$ cat src/rtl/ct_pkg.sv
package ct_pkg;
  localparam int CNT_W  = 16;
  localparam int NB     = CNT_W / 8;
  localparam int ADDR_W = 3;

  // register map
  localparam logic [ADDR_W-1:0] A_CTRL = ADDR_W'(0);
  localparam int A_CNT = 1;
  localparam int A_RLD = A_CNT + NB;
  localparam int A_CAP = A_RLD + NB;

  // control bit positions
  localparam int B_OVF  = 7;
  localparam int B_EXT  = 6;
  localparam int B_RXS  = 5;
  localparam int B_TXS  = 4;
  localparam int B_EXEN = 3;
  localparam int B_RUN  = 2;
  localparam int B_CNTM = 1;
  localparam int B_CAPM = 0;
endpackage

$ cat src/rtl/ct_edge_sync.sv
module ct_edge_sync #(
  parameter int STAGES = 2,
  parameter bit IDLE   = 1'b1
) (
  input  logic clk,
  input  logic rst,
  input  logic pin,
  output logic fall
);
  // sh[STAGES-1] is the synchronized sample, sh[STAGES] the previous one
  logic [STAGES:0] sh;

  always_ff @(posedge clk) begin
    if (rst) sh <= {(STAGES+1){IDLE}};
    else     sh <= {sh[STAGES-1:0], pin};
  end

  assign fall = sh[STAGES] & ~sh[STAGES-1];
endmodule

$ cat src/rtl/ct_prescaler.sv
module ct_prescaler #(
  parameter int DIV_STD  = 12,
  parameter int DIV_FAST = 6
) (
  input  logic clk,
  input  logic rst,
  input  logic run,
  input  logic fast,
  output logic tick
);
  localparam int PW = $clog2(DIV_STD + 1);

  logic [PW-1:0] pre_q;
  logic [PW-1:0] limit;

  assign limit = fast ? PW'(DIV_FAST - 1) : PW'(DIV_STD - 1);
  assign tick  = run && (pre_q >= limit);

  always_ff @(posedge clk) begin
    if (rst || !run || tick) pre_q <= '0;
    else                     pre_q <= pre_q + PW'(1);
  end
endmodule

$ cat src/rtl/ct_count_core.sv
module ct_count_core
  import ct_pkg::*;
(
  input  logic              clk,
  input  logic              rst,
  input  logic              inc,
  input  logic              trig,
  input  logic              baud,
  input  logic              capm,
  input  logic              bus_wr,
  input  logic [ADDR_W-1:0] bus_addr,
  input  logic [7:0]        bus_wdata,
  output logic [CNT_W-1:0]  cnt_q,
  output logic [CNT_W-1:0]  rld_q,
  output logic [CNT_W-1:0]  cap_q,
  output logic              ovf
);
  logic [NB-1:0]    cnt_lane, rld_lane, cap_lane;
  logic [CNT_W-1:0] cnt_nxt, rld_nxt, cap_nxt;
  logic             reload_now, capture_now;

  for (genvar b = 0; b < NB; b++) begin : g_lane
    assign cnt_lane[b] = bus_wr && (bus_addr == ADDR_W'(A_CNT + b));
    assign rld_lane[b] = bus_wr && (bus_addr == ADDR_W'(A_RLD + b));
    assign cap_lane[b] = bus_wr && (bus_addr == ADDR_W'(A_CAP + b));
  end

  assign ovf         = inc && (&cnt_q);
  // serial-clock mode forces reload; trig arrives already qualified
  assign reload_now  = (ovf && (baud || !capm)) || (trig && !capm);
  assign capture_now = trig && capm;

  always_comb begin
    cnt_nxt = cnt_q;
    if (reload_now)  cnt_nxt = rld_q;
    else if (inc)    cnt_nxt = cnt_q + CNT_W'(1);
    if (|cnt_lane) begin
      cnt_nxt = cnt_q;
      for (int b = 0; b < NB; b++)
        if (cnt_lane[b]) cnt_nxt[8*b +: 8] = bus_wdata;
    end
  end

  always_comb begin
    rld_nxt = rld_q;
    for (int b = 0; b < NB; b++)
      if (rld_lane[b]) rld_nxt[8*b +: 8] = bus_wdata;
  end

  always_comb begin
    cap_nxt = cap_q;
    if (capture_now) cap_nxt = cnt_q;
    if (|cap_lane) begin
      cap_nxt = cap_q;
      for (int b = 0; b < NB; b++)
        if (cap_lane[b]) cap_nxt[8*b +: 8] = bus_wdata;
    end
  end

  always_ff @(posedge clk) begin
    if (rst) begin
      cnt_q <= '0;
      rld_q <= '0;
      cap_q <= '0;
    end else begin
      cnt_q <= cnt_nxt;
      rld_q <= rld_nxt;
      cap_q <= cap_nxt;
    end
  end
endmodule

$ cat src/rtl/cap_reload_timer.sv
module cap_reload_timer
  import ct_pkg::*;
#(
  parameter int DIV_STD     = 12,
  parameter int DIV_FAST    = 6,
  parameter int SYNC_STAGES = 2
) (
  input  logic              clk,
  input  logic              rst,
  input  logic              bus_wr,
  input  logic [ADDR_W-1:0] bus_addr,
  input  logic [7:0]        bus_wdata,
  output logic [7:0]        bus_rdata,
  input  logic              bit_wr,
  input  logic [2:0]        bit_sel,
  input  logic              bit_val,
  input  logic              count_pin,
  input  logic              trig_pin,
  input  logic              fast_mode,
  input  logic              updown_en,
  output logic              irq,
  output logic              ovf_pulse,
  output logic              rx_clk_pulse,
  output logic              tx_clk_pulse
);
  localparam int NPIN = 2;

  logic [7:0]       ctl_q, ctl_nxt;
  logic [NPIN-1:0]  pin_in, pin_fall;
  logic             tick, inc, ovf, baud, trig_q;
  logic [CNT_W-1:0] cnt_q, rld_q, cap_q;

  // index 0: count pin, index 1: trigger pin
  assign pin_in = {trig_pin, count_pin};

  for (genvar g = 0; g < NPIN; g++) begin : g_pin
    ct_edge_sync #(.STAGES(SYNC_STAGES), .IDLE(1'b1)) u_sync (
      .clk (clk),
      .rst (rst),
      .pin (pin_in[g]),
      .fall(pin_fall[g])
    );
  end

  ct_prescaler #(.DIV_STD(DIV_STD), .DIV_FAST(DIV_FAST)) u_pre (
    .clk (clk),
    .rst (rst),
    .run (ctl_q[B_RUN]),
    .fast(fast_mode),
    .tick(tick)
  );

  assign baud   = ctl_q[B_RXS] | ctl_q[B_TXS];
  assign inc    = ctl_q[B_RUN] && (ctl_q[B_CNTM] ? pin_fall[0] : tick);
  assign trig_q = pin_fall[1] && ctl_q[B_EXEN] && !baud;

  ct_count_core u_core (
    .clk      (clk),
    .rst      (rst),
    .inc      (inc),
    .trig     (trig_q),
    .baud     (baud),
    .capm     (ctl_q[B_CAPM]),
    .bus_wr   (bus_wr),
    .bus_addr (bus_addr),
    .bus_wdata(bus_wdata),
    .cnt_q    (cnt_q),
    .rld_q    (rld_q),
    .cap_q    (cap_q),
    .ovf      (ovf)
  );

  // software writes first, hardware flag setting last so it wins
  always_comb begin
    ctl_nxt = ctl_q;
    if (bus_wr && bus_addr == A_CTRL) ctl_nxt = bus_wdata;
    if (bit_wr) ctl_nxt[bit_sel] = bit_val;
    if (ovf && !baud) ctl_nxt[B_OVF] = 1'b1;
    if (trig_q)       ctl_nxt[B_EXT] = 1'b1;
  end

  always_ff @(posedge clk) begin
    if (rst) begin
      ctl_q        <= '0;
      ovf_pulse    <= 1'b0;
      rx_clk_pulse <= 1'b0;
      tx_clk_pulse <= 1'b0;
    end else begin
      ctl_q        <= ctl_nxt;
      ovf_pulse    <= ovf;
      rx_clk_pulse <= ovf && ctl_q[B_RXS];
      tx_clk_pulse <= ovf && ctl_q[B_TXS];
    end
  end

  assign irq = ctl_q[B_OVF] | (ctl_q[B_EXT] & ~updown_en);

  always_comb begin
    bus_rdata = '0;
    if (bus_addr == A_CTRL) bus_rdata = ctl_q;
    for (int b = 0; b < NB; b++) begin
      if (bus_addr == ADDR_W'(A_CNT + b)) bus_rdata = cnt_q[8*b +: 8];
      if (bus_addr == ADDR_W'(A_RLD + b)) bus_rdata = rld_q[8*b +: 8];
      if (bus_addr == ADDR_W'(A_CAP + b)) bus_rdata = cap_q[8*b +: 8];
    end
  end
endmodule

$ cat config.mk
export PLATFORM = sky130hd
export DESIGN_NAME = cap_reload_timer
export DESIGN_NICKNAME = d
export VERILOG_FILES = /design/src/rtl/ct_pkg.sv /design/src/rtl/ct_edge_sync.sv /design/src/rtl/ct_prescaler.sv /design/src/rtl/ct_count_core.sv /design/src/rtl/cap_reload_timer.sv
export SDC_FILE = /design/constraint.sdc
export NUM_CORES = 1
export LEC_CHECK = 0
export BUFFER_PORTS_ARGS = -buffer_cell sky130_fd_sc_hd__buf_2
export CORE_MARGIN = 5
export CORE_UTILIZATION = 45
export CTS_CLUSTER_DIAMETER = 200
export CTS_CLUSTER_SIZE = 14
export DETAILED_ROUTE_END_ITERATION = 12
export PLACE_DENSITY = 0.73
export SKIP_LAST_GASP = 1
export SYNTH_ARGS = -nofsm -noshare
export SYNTH_HDL_FRONTEND = slang
export SYNTH_SLANG_ARGS = --single-unit
$ cat constraint.sdc
create_clock -name clk -period 5.2 [get_ports clk]
set_input_delay 0.26 -clock clk [delete_from_list [all_inputs] [get_ports clk]]
set_output_delay 0.26 -clock clk [all_outputs]
set_load 0.02 [all_outputs]
# Word level (Yosys, flattened, before mapping)
# Cells that the tools add are included.
# totals
ff_bits,69
inputBits,23
out_inout_bits,12
word_cells,97
# op_classes
n_addsub,2
order_cmp,3
n_eq_ne,10
muxes,25
bitwise,8
n_reduce_logical,36
# op_table
operator,n
$mux W8,13
$mux W16,5
$logic_and A1 B1 Y1,19
$add A16 B1 Y16 const B,1
$reduce_and A16 Y1,1
$eq A3 B3 Y1 const B,3
$bwmux W8,1
$ne A2 B1 Y1 const B,4
$reduce_and A2 Y1,4
$eq A3 B2 Y1 const B,2
$add A4 B1 Y4 const B,1
$ge A4 B4 Y1,1
$logic_or A1 B1 Y1,4
$lt A3 B4 Y1 const B,1
$mux W1,4
$mux W4,1
$reduce_or A2 Y1,2
$and A1 B1 Y1,3
$demux W1 S3,1
$eq A3 B1 Y1 const B,1
$ge A3 B1 Y1 const B,1
$logic_not A1 Y1,3
$logic_not A3 Y1,1
$not A1 Y1,3
3 further kinds,4

# Depth between registers and ports, before layout
# Gate-level depths: netlist (run 1).
# depth
ltp_word,10
mapped_depth,8
mapped_depth_nobuf,7

# By module
# Synthesis (run 1) repeated with hierarchy kept, for this count alone.
# unflattened
cells_unflattened,505
area_unflattened_um2,4200.3
# modules_own_cells
module,instances,cells_per_inst,area_per_inst_um2,seq_area_each_um2
ct_count_core,1,306,2568.7,960.9
cap_reload_timer,1,161,1211.2,220.2
ct_prescaler,1,24,250.2,80.1
ct_edge_sync,2,7,85.1,60.1

# Worst setup path after synthesis (run 1)
# OpenSTA, ideal clock, no wires.
# synth_path
path_kind,register -> register
startpoint,register u_pre.pre_q[3]
endpoint,register u_core.cnt_q[14]
setup_time_ns,0.116
arrival_ns,2.084
required_ns,5.084
setup_slack_ns,2.999
stages_incl_launch_ff,8
n_path_buf,1
synth_period_minus_slack_ns,2.201
cell_sequence,dfxtp_1 ha_1 a21o_1 a311o_1 and4b_1 buf_2 or3_1 o211a_1
# synth_via
elab_chain_len,9
elab_cells_between_ends,11
classes_between,order compare (1); mux (3); reduce/logical (7)
# synth_lines
item,line,text
"start, declared",ct_prescaler.sv:13,logic [PW-1:0] pre_q;
"start signal, assigned",ct_prescaler.sv:21,else pre_q <= pre_q + PW'(1);
$ge A4 B4 Y1 *,ct_prescaler.sv:17,assign tick = run && (pre_q >= limit);
$logic_and A1 B1 Y1 *,ct_prescaler.sv:17,
$mux W1 *,cap_reload_timer.sv:54,assign inc = ctl_q[B_RUN] && (ctl_q[B_CNTM] ? pin_fall[0] : tick);
$logic_and A1 B1 Y1 *,cap_reload_timer.sv:54,
$logic_and A1 B1 Y1,ct_count_core.sv:28,assign ovf = inc && (&cnt_q);
$logic_and A1 B1 Y1,ct_count_core.sv:30,assign reload_now = (ovf && (baud || !capm)) || (trig && !capm);
$logic_or A1 B1 Y1,ct_count_core.sv:30,
$reduce_bool A3 Y1 (no source line) or $mux W16 (tied branches),--,
$reduce_and A2 Y1 (no source line) or $mux W16 (tied branches),--,
"end signal, assigned",ct_count_core.sv:66,cnt_q <= cnt_nxt;
"end, declared",ct_count_core.sv:13,"output logic [CNT_W-1:0] cnt_q,"
# Mark *: on every way between the ends. The rest lies on a longest branch, timed or not.
# A chain may end at the register's enable or synchronous reset.

# Final worst setup path (run 1)
# layout_path
startpoint,register u_core.cnt_q[1]
endpoint,register u_core.cnt_q[1]
# layout_via
elab_chain_len,6
elab_cells_between_ends,10
classes_between,add/sub (1); mux (3); reduce/logical (6)
# layout_lines
item
"parallel branches: the longest is 6 deep, another holds $add A16 B1 Y16"
# Parallel ways; which one is timed is not known. The select of a mux whose other input is x is not followed.

==> impl_metrics.tcl, run 1 <==
set metrics [dict create \
    status "finished clean" \
    core_region_area_um2 9150 \
    critPathMaxFanout 11 \
    ctsHoldBuffers 0 \
    tightest_slew_ns 1.28 \
    grt_first_pass_wirelength_um 20100 \
    fin_crit_sh_pct 53.7 \
    dieArea_um2 11300 \
    ctsResizeCount 0 \
    worstSetupEndpointType "flip-flop" \
    ctsHtreeMaxLevel 3 \
    yosysMostFrequentCell "dfxtp_1" \
    synth_nets 541 \
    worstSetupPathType "flip-flop to flip-flop" \
    regArea_um2 1380 \
    drive_above_1_share_pct 13.9 \
    tritoncts "built" \
    nFillCells 878 \
    drc 0 \
    final_area_um2 4520 \
    maxCapViolCount 0 \
    die_width_um 106 \
    syn-mean-instance-area_um2 8.16 \
    synth_top_area_share_pct 33.0 \
    p_leak_nw 1.70 \
    max_freq_mhz 358 \
    slew-limit-headroom_pct 14.9 \
    cts.clk_slew.worst_paths_ns 0.08 \
    grt.overflow.total 0 \
    r2r_slack_ns 2.41 \
    cts_made_buffers 9 \
    maxSlewViolCount 0 \
    arrival_ns 3.06 \
    drtIter0Drc 413 \
    holdPathEnd "g_pin[0].u_sync.sh[0]" \
    fin_ws_ns 2.41 \
    ir_drop_mv 0.0989 \
    setup_tns_ns 0 \
    hp-class "primary input to flip-flop" \
    antenna_found_initial 0 \
    syn_to_final_growth_pct 7.98 \
    syn_area_um2 4190 \
    grt_max_degree 65 \
    final_cells 638 \
    portBuffers 34 \
    n_antenna_cell 0 \
    min_period_ns 2.79 \
    start_util_pct 45.7 \
    antenna_left 0 \
    ys_top_cells_by_area "dfxtp_1 (33%), mux2i_1 (8.8%), nor2_1 (5.7%)" \
    avgViaCountPerCell 6.41 \
    via_count 4091 \
    whs_ns 0.0930 \
    cts_setup_buffers 0 \
    boundaryPins 35 \
    grt_pass1_vias 3782 \
    rows 35 \
    dpl-instance-area_um2 4350 \
    power_density_nw_per_um2 248 \
    synth_edf_count 0 \
    ys_types 59 \
    hold_violations 0 \
    clock_sinks 69 \
    netlist_instances 513 \
    dpl.hpwl_um 9120 \
    r2r_end "u_core.cnt_q[1]" \
    hold_depth 2 \
    clk_latency_ns 0.35 \
    firstDrtPassIters 6 \
    root_buffer "clkbuf_8" \
    synth_commonest_cells "dfxtp_1 (69), nor2_1 (63), a21oi_1 (38), mux2i_1 (37), nand2_1 (36)" \
    synthFlopType "dfxtp_1" \
    wire_per_inst_um 20.1 \
    synth_area_leader_cell "dfxtp_1" \
    async_reset_ff_share_pct 0 \
    min-delay-start "count_pin" \
    globalRouteTotalUtil_pct 22.6 \
    required_ns 5.47 \
    yosys_register_bits 69 \
    synth-seq-area-share_pct 33.0 \
    reg2reg_from "u_core.cnt_q[1]" \
    start_kind "flip-flop" \
    fp.dieH_um 106 \
    placedCellCount 623 \
    rsz0062_at_grt "false" \
    multi_input_area_um2 2600 \
    drt_wl_total_um 12800 \
    nNetsFinal 551 \
    gp_congestion 1.00 \
    cts_buffer_depth 2 \
    post-place-ws_ns 2.41 \
    clock_skew_ns 0.00875 \
    r2r_cells 6 \
    yosys_warnings 0 \
    setup_viol 0 \
]
## sequential cells by signal (all words and copies together) (netlist names)
name / count
ctl_q: 8
g_pin.u_sync.sh: 6
ovf_pulse: 1
rx_clk_pulse: 1
tx_clk_pulse: 1
u_core.cap_q: 16
u_core.cnt_q: 16
u_core.rld_q: 16
u_pre.pre_q: 4
## per-layer routing
metal	track usage, %	part of all wire, %
met5	0	0
met4	11.8	4.2
met3	4.86	9.7
met2	35.1	45
met1	29.6	41
## worst max-delay path by stage
| stage | endpoint | slack (ns) | depth (start not counted) | from |
|---|---|---|---|---|
| 3_5_place_dp | u_core.cnt_q[4] | 2.41 | 6 | bus_addr[1] |
| 2_1_floorplan | u_core.cnt_q[14] | 3.00 | 7 | u_pre.pre_q[3] |
| 6_report | u_core.cnt_q[1] | 2.41 | 6 | u_core.cnt_q[1] |
| 3_3_place_gp | u_core.cnt_q[4] | 2.40 | 6 | bus_addr[1] |
| 4_1_cts | u_core.cnt_q[1] | 2.50 | 6 | u_core.cnt_q[1] |
| 5_1_grt | u_core.cnt_q[1] | 2.25 | 6 | u_core.cnt_q[0] |
## cells by family after synthesis
| logic type | Yosys count | synth area share, % |
|---|---|---|
| AOI/OAI and AO/OA | 138 | 22.1 |
| xor gates and xnor gates | 15 | 3.14 |
| adders and majority gates | 5 | 1.49 |
| buffers and inverters | 50 | 4.90 |
| DFF | 69 | 33.0 |
| muxes | 47 | 12.9 |
| and+or+nand+nor | 189 | 22.5 |
## power by group
group          switching (mW)  total (mW)  internal [mW]
Combinational           0.100       0.161         0.0609
Sequential             0.0224       0.568          0.546
Clock                   0.208       0.390          0.182
## layout make-up
class,instances,share of cell area (%)
clock buffers,11,3.13
clock inverters,4,0.554
inverters,13,1.08
multi-input cells,394,57.5
flip-flops and latches,69,30.6
well taps,111,3.07
repair buffers,36,4.10
## worst max-delay path, stage by stage, from the launching register on
cell and delay, ns:
dfxtp_1 0.47, ha_1 0.25, nand3_1 0.33, nor4_1 0.53
nand4b_1 0.53, a22o_1 0.39, a211oi_1 0.20
## per-stage QoR
| step | utilization [%] | power (mW) |
|---|---|---|
| 2_1_floorplan | - | 0.685 |
| 3_3_place_gp | 47.6 | 0.734 |
| 3_5_place_dp | 47.6 | 0.737 |
| 4_1_cts | 49.4 | 1.12 |
| 5_1_grt | 49.4 | 1.16 |
| 6_report | 49.4 | 1.12 |
## cell usage in the layout (no fill, tap or decap), drive strengths merged, types with 7 or more instances in the layout
master  count
nand3      22
nor3       14
a31oi       7
nand2      36
or2         9
a211oi     23
dfxtp      69
buf        36
clkbuf     11
o32ai       8
nor2       64
inv        12
o21ai      18
nor2b       7
and3        8
a21oi      38
mux2i      37
xnor2       9
Note: power is estimated with default switching activity, not from simulation.
==> run 2: changes to the inputs <==
Clock period 5.2 ns to 2.9 ns, I/O delays scaled along.
==> impl_metrics.tcl, run 2 (synthesis gave the netlist of run 1 again) <==
set metrics [dict create \
    p_clk_share_pct 40.4 \
    hp-class "primary input to flip-flop" \
    grt_pass1_vias 3960 \
    rows 35 \
    maxSlewViolCount 0 \
    combPwrFrac_pct 14.0 \
    die_width_um 106 \
    power_density_nw_per_um2 469 \
    worstSetupEndpointType "flip-flop" \
    grt.overflow.total 0 \
    tritoncts "built" \
    grt_max_degree 39 \
    required_ns 3.17 \
    dieArea_um2 11300 \
    p_leak_nw 1.83 \
    drt_wl_total_um 13300 \
    cts_setup_buffers 0 \
    holdPathEnd "ctl_q[0]" \
    boundaryPins 35 \
    clock_skew_ns 0.00512 \
    placedCellCount 642 \
    antenna_found_initial 0 \
    firstDrtPassIters 6 \
    reg_top3 "u_core.cap_q: 16 flops, u_core.cnt_q: 16 flops, u_core.rld_q: 16 flops" \
    p_seq_share_pct 45.7 \
    gp_congestion 0.971 \
    hold_violations 0 \
    dpl.hpwl_um 9870 \
    start_kind "flip-flop" \
    nNetsFinal 572 \
    min-delay-start "bit_val" \
    worstSetupPathType "flip-flop to flip-flop" \
    portBuffers 34 \
    fin_crit_sh_pct 85.2 \
    n_antenna_cell 0 \
    drtIter0Drc 539 \
    root_buffer "clkbuf_8" \
    netSwitchingPower_mw 0.616 \
    setup_viol 0 \
    ir_drop_mv 0.168 \
    final_common_cell "dfxtp_1" \
    drive_above_1_share_pct 17.1 \
    r2r_end "u_core.cnt_q[1]" \
    reg2reg_from "u_core.cnt_q[9]" \
    arrival_ns 2.74 \
    clk_latency_ns 0.35 \
    cts_buffer_depth 2 \
    cts.clk_slew.worst_paths_ns 0.08 \
    start_util_pct 45.7 \
    p_int_mw 1.60 \
    r2r_slack_ns 0.43 \
    antenna_left 0 \
    clock_sinks 69 \
    slew-limit-headroom_pct 51.2 \
    ctsResizeCount 0 \
    final_cells 660 \
    status "finished clean" \
    drc 0 \
    critPathMaxFanout 11 \
    p_sw_share_pct 27.7 \
    r2r_cells 5 \
    core_region_area_um2 9150 \
    maxCapViolCount 0 \
    ctsHtreeMaxLevel 3 \
    cts_made_buffers 9 \
    fp.dieH_um 106 \
    rsz0062_at_grt "false" \
    globalRouteTotalUtil_pct 24.0 \
    wire_per_inst_um 20.2 \
    setup_tns_ns 0 \
    avgViaCountPerCell 6.29 \
    grt_first_pass_wirelength_um 21200 \
    min_period_ns 2.47 \
    hold_depth 3 \
    syn_to_final_growth_pct 13.2 \
    via_count 4152 \
    utilization_pct 51.8 \
    tightest_slew_ns 0.727 \
    final_cell_mix "dfxtp_1 (69), nor2_1 (63), a21oi_1 (38)" \
    max_freq_mhz 405 \
]
[run 2: power groups by stage]
| stage | clock network, mW | logic [mW] | registers (mW) |
|---|---|---|---|
| after floorplan | 0 | 0.209 | 1.02 |
| after global placement | 0 | 0.298 | 1.03 |
| after detailed placement | 0 | 0.301 | 1.03 |
| after CTS | 0.906 | 0.304 | 1.01 |
| after global routing | 0.958 | 0.335 | 1.02 |
| final | 0.897 | 0.310 | 1.01 |
[run 2: per-stage QoR]
stage / setup WS, ns / hold WS [ns] / total power, mW / area (um2)
after floorplan: 0.699 / 0.249 / 1.23 / 4190
after global placement: 0.568 / 0.331 / 1.33 / 4500
after detailed placement: 0.529 / 0.339 / 1.34 / 4500
after CTS: 0.491 / 0.109 / 2.22 / 4740
after global routing: 0.253 / 0.122 / 2.31 / 4740
final: 0.428 / 0.110 / 2.22 / 4740
[run 2: worst max-delay path, stage by stage, from the launching register on]
cell      delay (ns)
dfxtp_1         0.47
nand4_1         0.30
nor4_1          0.50
nand4b_1        0.51
a22o_1          0.39
a211oi_1        0.21
[run 2: final cells by class]
| class | instances | area [um2] |
|---|---|---|
| repair buffers | 57 | 348 |
| flip-flops and latches | 69 | 1380 |
| well taps | 111 | 139 |
| multi-input cells | 394 | 2600 |
| clock buffers | 10 | 138 |
| inverters | 13 | 48.8 |
| clock inverters | 6 | 86.3 |
| fillers | 869 | 4410 |
[run 2: how the worst max path moves through the flow]
stage                                   to  depth (start not counted)        startpoint
after global placement     u_core.cnt_q[9]                          6    u_pre.pre_q[3]
after detailed placement   u_core.cnt_q[1]                          5   u_core.cnt_q[9]
final                      u_core.cnt_q[1]                          5   u_core.cnt_q[9]
after CTS                  u_core.cnt_q[1]                          5   u_core.cnt_q[9]
after global routing       u_core.cnt_q[1]                          5  u_core.cnt_q[10]
after floorplan           u_core.cnt_q[14]                          7    u_pre.pre_q[3]
[run 2: layer usage]
layer	global-route usage (%)	vias up	wire (um)
met5	0	-	0
met3	5.83	35	1280
li1	-	1950	-
met4	10.9	0	468
met2	36.3	220	5970
met1	32.3	1947	5640
[run 2: repair_timing]
| action | CTS | global route |
|---|---|---|
| endpoints found under the setup margin | 0 | 0 |
| hold endpoints to repair | 2 | 0 |
| hold buffers | 2 | 0 |
==> run 3: changes to the inputs <==
Settings changed: ABC_AREA from default to 1, CORE_UTILIZATION 45 to 55, PLACE_DENSITY 0.73 to 0.84, SYNTH_HIERARCHICAL from default to 1.
==> impl_metrics.tcl, run 3 <==
set metrics [dict create \
    tightest_slew_ns 0.802 \
    drive_above_1_share_pct 10.3 \
    p_leak_nw 2.16 \
    cpLargestDelayFamily "compound AO/OA/AOI/OAI gates" \
    yosys_register_bits 69 \
    topRoutingLayerUsed "met4" \
    syn_to_final_growth_pct 9.79 \
    boundaryPins 35 \
    ctsHtreeMaxLevel 3 \
    p_int_mw 1.52 \
    p_seq_share_pct 48.8 \
    drt_wl_total_um 12900 \
    syn_area_um2 4210 \
    wl_met1_um 5520 \
    reg2reg_from "u_pre/pre_q[3]" \
    final_cell_mix "nand2_1 (116), inv_1 (95), nand3_1 (94)" \
    grt.overflow.total 0 \
    combPwrFrac_pct 12.7 \
    clk_latency_ns 0.35 \
    p_sw_share_pct 27.3 \
    met2WireLength_um 5780 \
    tritoncts "built" \
    synth-seq-area-share_pct 32.8 \
    avgViaCountPerCell 5.80 \
    dpl.hpwl_um 9580 \
    syn-mean-instance-area_um2 6.40 \
    netlist_instances 657 \
    r2r_slack_ns 0.42 \
    async_reset_ff_share_pct 0 \
    critPathSlowestCell "dfxtp_1" \
    synthFlopType "dfxtp_1" \
    setup_viol 0 \
    portBuffers 34 \
    power.total_mw 2.09 \
    rsz0062_at_grt "false" \
    r2r_cells 15 \
    cts.clk_slew.worst_paths_ns 0.07 \
    drc 0 \
    worstSetupPathType "flip-flop to flip-flop" \
    fin_crit_sh_pct 85.6 \
    crit_chain "ha_1 -> nand2_1 -> inv_1 -> nand2_2 -> a21oi_1 -> o21ai_0 -> a21oi_1 -> nand2_1 -> inv_1 -> nand3_1 -> o21ai_4 -> nand2_4 -> nand2_1 -> nand3_1 -> a21oi_1" \
    maxCapViolCount 0 \
    yosys_warnings 6 \
    cts_buffer_depth 2 \
    required_ns 3.18 \
    clock_sinks 69 \
    ctsResizeCount 0 \
    cts_made_buffers 9 \
    max_freq_mhz 403 \
    maxSlewViolCount 0 \
    synth_edf_count 0 \
    post-place-ws_ns 0.516 \
    setup_tns_ns 0 \
    rows 31 \
    ir_drop_mv 0.319 \
    dieArea_um2 9500 \
    n_antenna_cell 0 \
    root_buffer "clkbuf_8" \
    critPathMaxStageDelay_ns 0.33 \
    startpoint "u_pre/pre_q[3]" \
    worstSetupEndpointType "flip-flop" \
    grt_pass1_vias 4174 \
    final_common_cell "nand2_1" \
    min_period_ns 2.48 \
    firstDrtPassIters 5 \
    nNetsFinal 714 \
    power_density_nw_per_um2 453 \
    start_kind "flip-flop" \
    ys_types 34 \
    wl_met3_um 1310 \
    slew-limit-headroom_pct 46.5 \
    antenna_found_initial 0 \
    antenna_left 0 \
    yosysMostFrequentCell "nand2_1" \
    die_width_um 97.5 \
    drtIter0Drc 485 \
    wire_per_inst_um 16.4 \
    fp.dieH_um 97.5 \
    globalRouteTotalUtil_pct 27.4 \
    endpoint "u_core/cnt_q[2]" \
    grt_max_degree 30 \
    nFillCells 677 \
    synth_nets 685 \
    clock_skew_ns 0.00822 \
    cts_setup_buffers 0 \
    start_util_pct 57.4 \
    synth_top_area_share_pct 32.8 \
    critPathMaxFanout 16 \
    worstSetupPathDepth 15 \
    whs_ns 0.118 \
    hold_violations 0 \
    fin_ws_ns 0.419 \
    hp-class "primary input to flip-flop" \
    p_clk_share_pct 38.5 \
    synth_commonest_cells "nand2_1 (116), inv_1 (95), nand3_1 (94), nor2_1 (93), dfxtp_1 (69)" \
    reg_top3 "u_core/cap_q: 16 flops, u_core/cnt_q: 16 flops, u_core/rld_q: 16 flops" \
    r2r_end "u_core/cnt_q[2]" \
    status "finished clean" \
    netSwitchingPower_mw 0.572 \
    arrival_ns 2.76 \
    gp_congestion 1.02 \
    synth_area_leader_cell "dfxtp_1" \
    ys_top_cells_by_area "dfxtp_1 (33%), nand3_1 (11%), nand2_1 (10%)" \
    grt_first_pass_wirelength_um 21100 \
    via_count 4572 \
    crit_buf_inv 2 \
    core_region_area_um2 7330 \
]
## run 3: cell count changes after synthesis, sizes merged, moves of 26 or more
cell   before  now
o21ai      18   56
mux2i      37    0
nand4       4   30
inv        12   96
nor2       64   97
nand3      22   98
nand2      36  122
## run 3: worst min path at each step
stage                                 end  cells after the start     start
floorplan                        ctl_q[6]                      1       rst
global placement    g_pin[1].u_sync/sh[0]                      3  trig_pin
detailed placement  g_pin[1].u_sync/sh[0]                      3  trig_pin
CTS                              ctl_q[6]                      2       rst
global route                 rx_clk_pulse                      2       rst
finish                           ctl_q[6]                      2       rst
## run 3: worst register-to-register path, stage by stage (launching register included)
cell	delay (ns)
dfxtp_1	0.33
ha_1	0.31
nand2_1	0.06
inv_1	0.06
nand2_2	0.06
a21oi_1	0.16
o21ai_0	0.13
a21oi_1	0.18
nand2_1	0.07
inv_1	0.06
nand3_1	0.13
o21ai_4	0.29
nand2_4	0.20
nand2_1	0.13
nand3_1	0.10
a21oi_1	0.16
## run 3: cells by family after synthesis
kind of cell               synth area share (%)
AOI/OAI and AO/OA                          13.6
xor gates and xnor gates                   2.08
adders and majority gates                  1.49
buffers and inverters                      11.7
DFF                                        32.8
and+or+nand+nor                            38.3
## run 3: metal layers
layer	up-vias	global-route usage (%)
met4	0	9.48
met1	2078	37.6
li1	2210	-
met5	-	0
met2	253	41.8
met3	31	7.04
## run 3: final cells by class
class / instances / area [um2] / area share (%)
clock buffers: 13 / 169 / 3.66
well taps: 99 / 124 / 2.68
flip-flops and latches: 69 / 1380 / 29.9
clock inverters: 1 / 30.0 / 0.650
multi-input cells: 469 / 2330 / 50.5
inverters: 98 / 369 / 7.99
repair buffers: 39 / 213 / 4.61
## run 3: timing repair
| item | 4_1_cts | 5_1_grt |
|---|---|---|
| hold endpoints to repair | 2 | 0 |
| setup endpoints to repair | 0 | 0 |
| hold buffers | 2 | 0 |
## run 3: metrics by stage
| step | util, % | area (um2) | std cells |
|---|---|---|---|
| after floorplan | - | 4210 | 657 |
| after global placement | 60.0 | 4400 | 772 |
| after detailed placement | 60.0 | 4400 | 772 |
| after CTS | 63.0 | 4620 | 788 |
| after global routing | 63.0 | 4620 | 788 |
| final | 63.0 | 4620 | 788 |
## run 3: power groups by stage
stage / clock [mW] / sequential, mW / combinational (mW)
5_1_grt: 0.869 / 1.02 / 0.294
3_3_place_gp: 0 / 1.04 / 0.250
3_5_place_dp: 0 / 1.04 / 0.256
2_1_floorplan: 0 / 1.03 / 0.178
4_1_cts: 0.817 / 1.02 / 0.260
6_report: 0.805 / 1.02 / 0.266
